===== src/rtl/pw_pkg.sv =====
package pw_pkg;
  localparam int ENT_W = 32;
  localparam int B_P   = 0;
  localparam int B_RW  = 1;
  localparam int B_US  = 2;
  localparam int B_A   = 5;
  localparam int B_D   = 6;

  typedef enum logic [2:0] {
    S_IDLE, S_RD_DIR, S_WR_DIR, S_RD_TBL, S_CHECK, S_WR_TBL, S_FILL, S_FAULT
  } walk_st_t;

  // Entry value after marking it accessed (and dirty when asked)
  function automatic logic [ENT_W-1:0] mark_entry(input logic [ENT_W-1:0] e,
                                                  input logic dirty);
    logic [ENT_W-1:0] m;
    m = '0;
    m[B_A] = 1'b1;
    m[B_D] = dirty;
    return e | m;
  endfunction
endpackage


===== src/rtl/pw_perm.sv =====
module pw_perm
  import pw_pkg::*;
(
  input  logic [ENT_W-1:0] dir_ent,
  input  logic [ENT_W-1:0] tbl_ent,
  input  logic             is_user,
  input  logic             is_wr,
  output logic             viol
);
  logic both_user, both_wr;
  assign both_user = dir_ent[B_US] & tbl_ent[B_US];
  assign both_wr   = dir_ent[B_RW] & tbl_ent[B_RW];
  // Supervisor ignores both the user and the writable bits
  assign viol = is_user & (~both_user | (is_wr & ~both_wr));
endmodule


===== src/rtl/pw_fault_reg.sv =====
module pw_fault_reg #(
  parameter int LIN_W = 32,
  parameter int ERR_W = 16
) (
  input  logic             clk,
  input  logic             rst_n,
  input  logic             take,
  input  logic [LIN_W-1:0] lin,
  input  logic             prot,
  input  logic             is_wr,
  input  logic             is_user,
  output logic [LIN_W-1:0] flt_addr,
  output logic [ERR_W-1:0] flt_code
);
  function automatic logic [ERR_W-1:0] make_code(input logic p, input logic w,
                                                 input logic u);
    logic [ERR_W-1:0] c;
    c = '0;
    c[0] = p;
    c[1] = w;
    c[2] = u;
    return c;
  endfunction

  always_ff @(posedge clk) begin
    if (!rst_n) begin
      flt_addr <= '0;
      flt_code <= '0;
    end else if (take) begin
      flt_addr <= lin;
      flt_code <= make_code(prot, is_wr, is_user);
    end
  end

  assert_addr_hold_R10: assert property (@(posedge clk) disable iff (!rst_n)
    !take |=> $stable(flt_addr));
endmodule


===== src/rtl/page_walker.sv =====
module page_walker
  import pw_pkg::*;
#(
  parameter int OFF_W = 12,
  parameter int ERR_W = 16
) (
  input  logic                   clk,
  input  logic                   rst_n,
  input  logic                   walk_req,
  input  logic [OFF_W*3-5:0]     walk_lin,
  input  logic                   walk_wr,
  input  logic                   walk_user,
  input  logic [ENT_W-1:0]       dir_base,
  output logic                   walk_busy,
  output logic                   mem_req,
  output logic                   mem_we,
  output logic [ENT_W-1:0]       mem_addr,
  output logic [ENT_W-1:0]       mem_wdata,
  input  logic                   mem_ack,
  input  logic [ENT_W-1:0]       mem_rdata,
  output logic                   fill_vld,
  output logic [OFF_W*2-5:0]     fill_vpn,
  output logic [ENT_W-OFF_W-1:0] fill_frame,
  output logic                   flt_vld,
  output logic [ERR_W-1:0]       flt_code,
  output logic [OFF_W*3-5:0]     flt_addr
);
  localparam int IDX_W = OFF_W - 2;
  localparam int LIN_W = OFF_W + 2 * IDX_W;
  localparam int VPN_W = LIN_W - OFF_W;
  localparam int FRM_W = ENT_W - OFF_W;

  function automatic logic [ENT_W-1:0] dir_addr(input logic [FRM_W-1:0] base,
                                                input logic [LIN_W-1:0] lin);
    return {base, lin[LIN_W-1 -: IDX_W], 2'b00};
  endfunction

  function automatic logic [ENT_W-1:0] tbl_addr(input logic [FRM_W-1:0] frm,
                                                input logic [LIN_W-1:0] lin);
    return {frm, lin[OFF_W +: IDX_W], 2'b00};
  endfunction

  walk_st_t         st, st_nx;
  logic [LIN_W-1:0] lin_q;
  logic             wr_q, usr_q;
  logic [FRM_W-1:0] base_q;
  logic [ENT_W-1:0] dir_q, tbl_q;

  // Named internal events
  logic start_walk, dir_ack, dir_absent, tbl_ack, at_check;
  logic tbl_needs_wb, prot_viol, tbl_fault, fault_take, fault_is_prot;

  assign start_walk   = (st == S_IDLE) && walk_req;
  assign dir_ack      = (st == S_RD_DIR) && mem_ack;
  assign dir_absent   = dir_ack && !mem_rdata[B_P];
  assign tbl_ack      = (st == S_RD_TBL) && mem_ack;
  assign at_check     = (st == S_CHECK);
  assign tbl_needs_wb = !tbl_q[B_A] || (wr_q && !tbl_q[B_D]);
  assign tbl_fault    = !tbl_q[B_P] || prot_viol;
  assign fault_take   = dir_absent || (at_check && tbl_fault);
  assign fault_is_prot = at_check && tbl_q[B_P];

  pw_perm u_perm (
    .dir_ent (dir_q),
    .tbl_ent (tbl_q),
    .is_user (usr_q),
    .is_wr   (wr_q),
    .viol    (prot_viol)
  );

  always_comb begin
    st_nx = st;
    unique case (st)
      S_IDLE:   if (walk_req) st_nx = S_RD_DIR;
      S_RD_DIR: if (mem_ack) begin
                  if (!mem_rdata[B_P])     st_nx = S_FAULT;
                  else if (!mem_rdata[B_A]) st_nx = S_WR_DIR;
                  else                      st_nx = S_RD_TBL;
                end
      S_WR_DIR: if (mem_ack) st_nx = S_RD_TBL;
      S_RD_TBL: if (mem_ack) st_nx = S_CHECK;
      S_CHECK:  if (tbl_fault)         st_nx = S_FAULT;
                else if (tbl_needs_wb) st_nx = S_WR_TBL;
                else                   st_nx = S_FILL;
      S_WR_TBL: if (mem_ack) st_nx = S_FILL;
      S_FILL:   st_nx = S_IDLE;
      S_FAULT:  st_nx = S_IDLE;
      default:  st_nx = S_IDLE;
    endcase
  end

  always_ff @(posedge clk) begin
    if (!rst_n) begin
      st     <= S_IDLE;
      lin_q  <= '0;
      wr_q   <= 1'b0;
      usr_q  <= 1'b0;
      base_q <= '0;
      dir_q  <= '0;
      tbl_q  <= '0;
    end else begin
      st <= st_nx;
      if (start_walk) begin
        lin_q  <= walk_lin;
        wr_q   <= walk_wr;
        usr_q  <= walk_user;
        base_q <= dir_base[ENT_W-1:OFF_W];
      end
      if (dir_ack) dir_q <= mem_rdata;
      if (tbl_ack) tbl_q <= mem_rdata;
    end
  end

  always_comb begin
    mem_req   = (st == S_RD_DIR) || (st == S_WR_DIR) ||
                (st == S_RD_TBL) || (st == S_WR_TBL);
    mem_we    = (st == S_WR_DIR) || (st == S_WR_TBL);
    mem_addr  = '0;
    mem_wdata = '0;
    if (st == S_RD_DIR || st == S_WR_DIR)
      mem_addr = dir_addr(base_q, lin_q);
    else if (st == S_RD_TBL || st == S_WR_TBL)
      mem_addr = tbl_addr(dir_q[ENT_W-1:OFF_W], lin_q);
    if (st == S_WR_DIR) mem_wdata = mark_entry(dir_q, 1'b0);
    if (st == S_WR_TBL) mem_wdata = mark_entry(tbl_q, wr_q);
  end

  assign walk_busy  = (st != S_IDLE);
  assign fill_vld   = (st == S_FILL);
  assign flt_vld    = (st == S_FAULT);
  assign fill_vpn   = lin_q[LIN_W-1:OFF_W];
  assign fill_frame = tbl_q[ENT_W-1:OFF_W];

  pw_fault_reg #(.LIN_W(LIN_W), .ERR_W(ERR_W)) u_fault (
    .clk      (clk),
    .rst_n    (rst_n),
    .take     (fault_take),
    .lin      (lin_q),
    .prot     (fault_is_prot),
    .is_wr    (wr_q),
    .is_user  (usr_q),
    .flt_addr (flt_addr),
    .flt_code (flt_code)
  );

  assert_req_hold_R12: assert property (@(posedge clk) disable iff (!rst_n)
    mem_req && !mem_ack |=> mem_req && $stable(mem_addr) && $stable(mem_we));

  assert_wb_marks_R4: assert property (@(posedge clk) disable iff (!rst_n)
    mem_req && mem_we |-> mem_wdata[B_A]);

  assert_dir_stop_R3: assert property (@(posedge clk) disable iff (!rst_n)
    dir_absent |=> !mem_req && flt_vld);

  assert_excl_R11: assert property (@(posedge clk) disable iff (!rst_n)
    !(fill_vld && flt_vld));

  assert_pulse_R11: assert property (@(posedge clk) disable iff (!rst_n)
    fill_vld || flt_vld |=> !walk_busy && !fill_vld && !flt_vld);

  assert_sup_noprot_R8: assert property (@(posedge clk) disable iff (!rst_n)
    flt_vld && !flt_code[2] |-> !flt_code[0]);

  assert_idle_quiet_R1: assert property (@(posedge clk) disable iff (!rst_n)
    !walk_busy |-> !mem_req);
endmodule


===== config.mk =====
export PLATFORM = sky130hd
export DESIGN_NAME = page_walker
export DESIGN_NICKNAME = d
export VERILOG_FILES = /design/src/rtl/pw_pkg.sv /design/src/rtl/pw_perm.sv /design/src/rtl/pw_fault_reg.sv /design/src/rtl/page_walker.sv
export SDC_FILE = /design/constraint.sdc
export NUM_CORES = 1
export LEC_CHECK = 0
export BUFFER_PORTS_ARGS = -buffer_cell sky130_fd_sc_hd__buf_2
export CAP_MARGIN = 20
export CORE_UTILIZATION = 53
export DETAILED_ROUTE_END_ITERATION = 10
export GPL_TIMING_DRIVEN = 0
export PLACE_DENSITY = 0.93
export SYNTH_ARGS = -nofsm -noshare
export SYNTH_HDL_FRONTEND = slang
export SYNTH_SLANG_ARGS = --single-unit
export TNS_END_PERCENT = 5

===== constraint.sdc =====
create_clock -name clk -period 4.2 [get_ports clk]
set_input_delay 0.63 -clock clk [delete_from_list [all_inputs] [get_ports clk]]
set_output_delay 0.63 -clock clk [all_outputs]
set_load 0.005 [all_outputs]

# ---- Word level (Yosys, flattened, before mapping)
# Cells that the tools add are included.
# Widths: inputs -> output; s select.
dict set report totals {
  reg_bits 156
  out_inout_bits 157
}
dict set report op_classes {
  n_eq_ne 12
  muxes 14
  bitwise 8
  n_reduce_logical 23
}
# op count
set op_table {}
lappend op_table {{$mux 32} 4}
lappend op_table {{$or 32x7->32} 1}
lappend op_table {{$pmux 3 s7} 1}
lappend op_table {{$mux 3} 6}
lappend op_table {{$eq 3x3->1 const B} 4}
lappend op_table {{$ne 2x2->1 const B} 5}
lappend op_table {{$logic_or 1x1->1} 8}
lappend op_table {{$logic_and 1x1->1} 7}
lappend op_table {{$eq 3x2->1 const B} 2}
lappend op_table {{$reduce_and 5->1} 1}
lappend op_table {{$and 1x1->1} 4}
lappend op_table {{$logic_not 1->1} 4}
lappend op_table {{$mux 2} 2}
lappend op_table {{$eq 3x1->1 const B} 1}
lappend op_table {{$logic_not 3->1} 1}
lappend op_table {{$reduce_bool 3->1} 1}
lappend op_table {{$not 1->1} 2}
lappend op_table {{$reduce_or 2->1} 1}
lappend op_table {{$mux 1} 1}
lappend op_table {{$or 1x1->1} 1}

# ---- Logic depth before layout (Yosys ltp)
dict set report logic_depth {
  depth_word 8
  ltp_mapped 7
}

# ---- Modules after synthesis
# A second synthesis with hierarchy kept.
dict set report hier_totals {
  cells_unflattened 811
  hier_area_um2 6760.2
}
# module instances cells_each area_each_um2
set modules_own_cells {}
lappend modules_own_cells {page_walker 1 682 5287.6}
lappend modules_own_cells {pw_fault_reg 1 126 1453.9}
lappend modules_own_cells {pw_perm 1 3 18.8}

# ---- Worst setup path before layout
# No wires, ideal clock.
dict set report synth_timing {
  kind {flip-flop to output port}
  startpoint {register st[0]}
  endpoint {output mem_wdata[6]}
  arrival_time_ns 1.329
  setup_slack_ns 2.241
  path_stages_with_launch 7
  cell_sequence {dfxtp_1 buf_2 inv_1 nor2_1 clkbuf_1 o21ai_0 nand2_1}
}
dict set report synth_via {
  elab_chain_len 3
}
# element line_no
set synth_rtl {}
lappend synth_rtl {{start, declared} page_walker.sv:43} ;# walk_st_t st, st_nx;
lappend synth_rtl {{start signal, assigned} page_walker.sv:102} ;# st <= st_nx;
lappend synth_rtl {{$eq 3x2->1} page_walker.sv:124} ;# if (st == S_WR_DIR) mem_wdata = mark_entry(dir_q, 1'b0);
lappend synth_rtl {{$mux 32} page_walker.sv:124}
lappend synth_rtl {{$mux 32 (*)} page_walker.sv:125} ;# if (st == S_WR_TBL) mem_wdata = mark_entry(tbl_q, wr_q);
lappend synth_rtl {{end, declared} page_walker.sv:18} ;# output logic [ENT_W-1:0] mem_wdata,
# Every way passes the cells marked *; elsewhere a longest branch is shown, timed or not.

# ---- Worst setup path after layout
dict set report layout_timing {
  startpoint {register st[2]}
  endpoint {output mem_addr[2]}
}
dict set report layout_via {
  elab_chain_len 4
}
# element line_no
set layout_rtl {}
lappend layout_rtl {{$eq 3x2->1 or $eq 3x3->1 (tied branches)} page_walker.sv:122} ;# else if (st == S_RD_TBL || st == S_WR_TBL)
lappend layout_rtl {{$logic_or 1x1->1} page_walker.sv:122}
lappend layout_rtl {{$mux 32} page_walker.sv:122}
lappend layout_rtl {{$mux 32 (*)} page_walker.sv:120} ;# if (st == S_RD_DIR || st == S_WR_DIR)
lappend layout_rtl {{end, declared} page_walker.sv:17} ;# output logic [ENT_W-1:0] mem_addr,
# Marks and branches as above.

==> results_dict.tcl <==
set metrics [dict create \
    leakage_nw 4.26 \
    grt_pass1_vias 6481 \
    clockBufferDepth 2 \
    path_class "register to primary output" \
    firstDrtPassIters 5 \
    synthMuxAreaShare 0.0501 \
    fill_cells 1006 \
    worst_setup_path_startpoint "st[2]" \
    crit_top_cell "buf_2" \
    gp_congestion 0.900 \
    synthCells 846 \
    dp.cells 1262 \
    cp_max_fo 10 \
    via_count 6857 \
    fmax_mhz 341 \
    utilization 0.709 \
    drc 0 \
    p_per_area_nw_per_um2 401 \
    status "finished, final reports clean" \
    hp-start "dir_base[24]" \
    fin_crit_ps 2930 \
    setup.worst_path.start_class "register" \
    worstPathCellList "buf_2, nand2b_1, a21oi_1, clkbuf_1, a22o_1, buf_2" \
    setup_violations 0 \
    via_per_inst 5.31 \
    grt_pass1_wl_um 32600 \
    cts_tree "built" \
    area_delta_synth_final_pct 29.0 \
    fp.dieH_um 117 \
    clkTransAtPathRegs_ps 60 \
    synth_xor_area_frac 0.00125 \
    vdd_drop_max_uv 247 \
    cts.repair.resized 0 \
    clk_latency_ps 430 \
    final-seq-area_um2 3100 \
    critPathBufInv 3 \
    wl_um 21400 \
    grt_max_degree 17 \
    rows 41 \
    yosysWarningCount 0 \
    critPathSlowestCell "clkbuf_1" \
    core_area_um2 12700 \
    drt_iter0_drc 600 \
    finalHoldViolations 0 \
    worstMarginPinSlew_ps 643 \
    h-tree-depth 4 \
    clock_sinks 155 \
    cts_root_buf "clkbuf_16" \
    ys_top_cells_by_area "dfxtp_1, nand2_1, a21boi_0" \
    cts_setup_buffers 0 \
    io_buffers 230 \
    fp.dieW_um 117 \
    slowest_delay_ps 450 \
    end_kind "primary output" \
    syn_area_per_cell_um2 8.26 \
    dp_hpwl_um 15600 \
    synth-simple-area-share 0.185 \
    start_util 0.549 \
    grt_antenna_before_repair 1 \
    synth-compound-area-share 0.216 \
    hold_class "input port to register" \
    synth_top_family_by_area "compound AO/OA/AOI/OAI gates" \
    grtUsageTotal 0.319 \
    yosysSeqAreaShare 0.444 \
    synthAdderAreaFrac 0 \
    slew_violations 0 \
    holdBufCountCts 0 \
    crit_family "buffers and inverters" \
    drv_cap 0 \
    syn_area_um2 6990 \
    multi_input_area_um2 3210 \
    boundaryPins 259 \
    fin_skew_ps 5.61 \
    fp.dieArea_um2 13700 \
    avgRoutedWirePerCell_um 16.6 \
    ys_types 28 \
    drive_above_1_share 0.297 \
    synth_top_area_share 0.444 \
    ant_nets 0 \
    period_share 0.699 \
    fin_cells 1292 \
    overflow 0 \
    slew_headroom 0.571 \
    rsz0062_at_grt "false" \
    ys_ff_latch 155 \
    r2r-start "st[2]" \
    synth_top_area_cell "dfxtp_1" \
    finish.net_count 1211 \
    required_ps 3570 \
    cts_made_buffers 17 \
    critPathArrivalTime_ps 2300 \
    tns_ps 0 \
]
[cell families (layout without fill, tap and decap cells)]
kind of cell / after synthesis / after routing
other: 1 / 16
flip-flops: 155 / 155
buffers and inverters: 126 / 385
AND/OR/NAND/NOR: 334 / 334
multiplexers: 35 / 35
AO/OA/AOI/OAI: 194 / 194
XOR/XNOR: 1 / 1
[path summary, 6_finish.rpt]
kind / endpoint / slack [ps] / cells past startpoint
setup / recovery: mem_addr[2] / 1270 / 6
hold / removal: base_q[12] / 440 / 3
setup reg to reg: tbl_q[11] / 2250 / 7
hold reg to reg: u_fault.flt_addr[6] / 450 / 2
[state kept, by name, indices dropped and copies added (netlist names)]
signal and cells:
u_fault.flt_code 3, dir_q 31, tbl_q 32, usr_q 1
lin_q 32, base_q 20, st 3, u_fault.flt_addr 32
wr_q 1
[area by class of cell]
class,count,area share
inverters,5,0.00208
plain buffers,121,0.0785
flip-flops and latches,155,0.344
repair buffers,230,0.128
diodes,1,0.000277
clock buffers,22,0.0548
clock inverters,7,0.0126
multi-input cells,579,0.356
well taps,172,0.0239
[report_power, final]
group | internal, mW | leakage (nW) | switching [mW]
clock | 1.00 | 0.304 | 0.593
sequential | 1.53 | 1.26 | 0.0545
combinational | 0.184 | 2.70 | 0.250
total | 2.72 | 4.26 | 0.897
[synth_stat cells]
master,number
nand2b_1,4
nor3b_1,1
a21oi_1,4
clkbuf_1,50
a21o_1,1
nand2_1,311
buf_2,11
nor3_1,2
xnor2_1,1
o21a_1,1
dfxtp_1,155
nand3_1,4
a22o_1,60
nor2_1,6
buf_4,56
or3_1,1
or2_2,2
inv_1,5
nor2b_1,1
buf_6,4
a31oi_1,2
o221ai_1,2
o21ai_0,6
and2_1,1
conb_1,1
a21boi_0,118
and3_1,1
mux2i_1,35
[cells in the final DEF (no fill, tap or decap), types with 2 or more instances in the layout]
cell type	n
a21boi_0	118
a21oi_1	4
a22o_1	60
a31oi_1	2
buf_2	241
buf_4	56
buf_6	4
bufinv_16	3
clkbuf_1	50
clkbuf_16	17
clkbuf_8	5
clkinv_2	3
conb_1	15
dfxtp_1	155
inv_1	5
mux2i_1	35
nand2_1	311
nand2b_1	4
nand3_1	4
nor2_1	6
nor3_1	2
o21ai_0	6
o221ai_1	2
or2_2	2
[worst min-delay path: cells and delay by family]
kind / cells / cell delay [ps]
buf+inv: 1 / 90
compound gates: 1 / 60
simple gates: 1 / 40
[layer usage]
layer  share of wire  GRT usage
met4           0.028      0.154
met5               0          0
met2            0.49      0.561
met1            0.40      0.352
met3           0.088     0.0958
[metrics by stage]
step / worst slack (ps) / total power, mW / instance area (um2) / hold slack, ps
detailed placement: 1750 / 2.04 / 8410 / 445
floorplan: 2240 / 1.86 / 7040 / 435
global route: 1060 / 3.73 / 9020 / 454
CTS: 1280 / 3.61 / 9020 / 441
finish: 1270 / 3.62 / 9020 / 444
global placement: 1770 / 2.03 / 8410 / 439
Power figures use the tool's default switching activity.
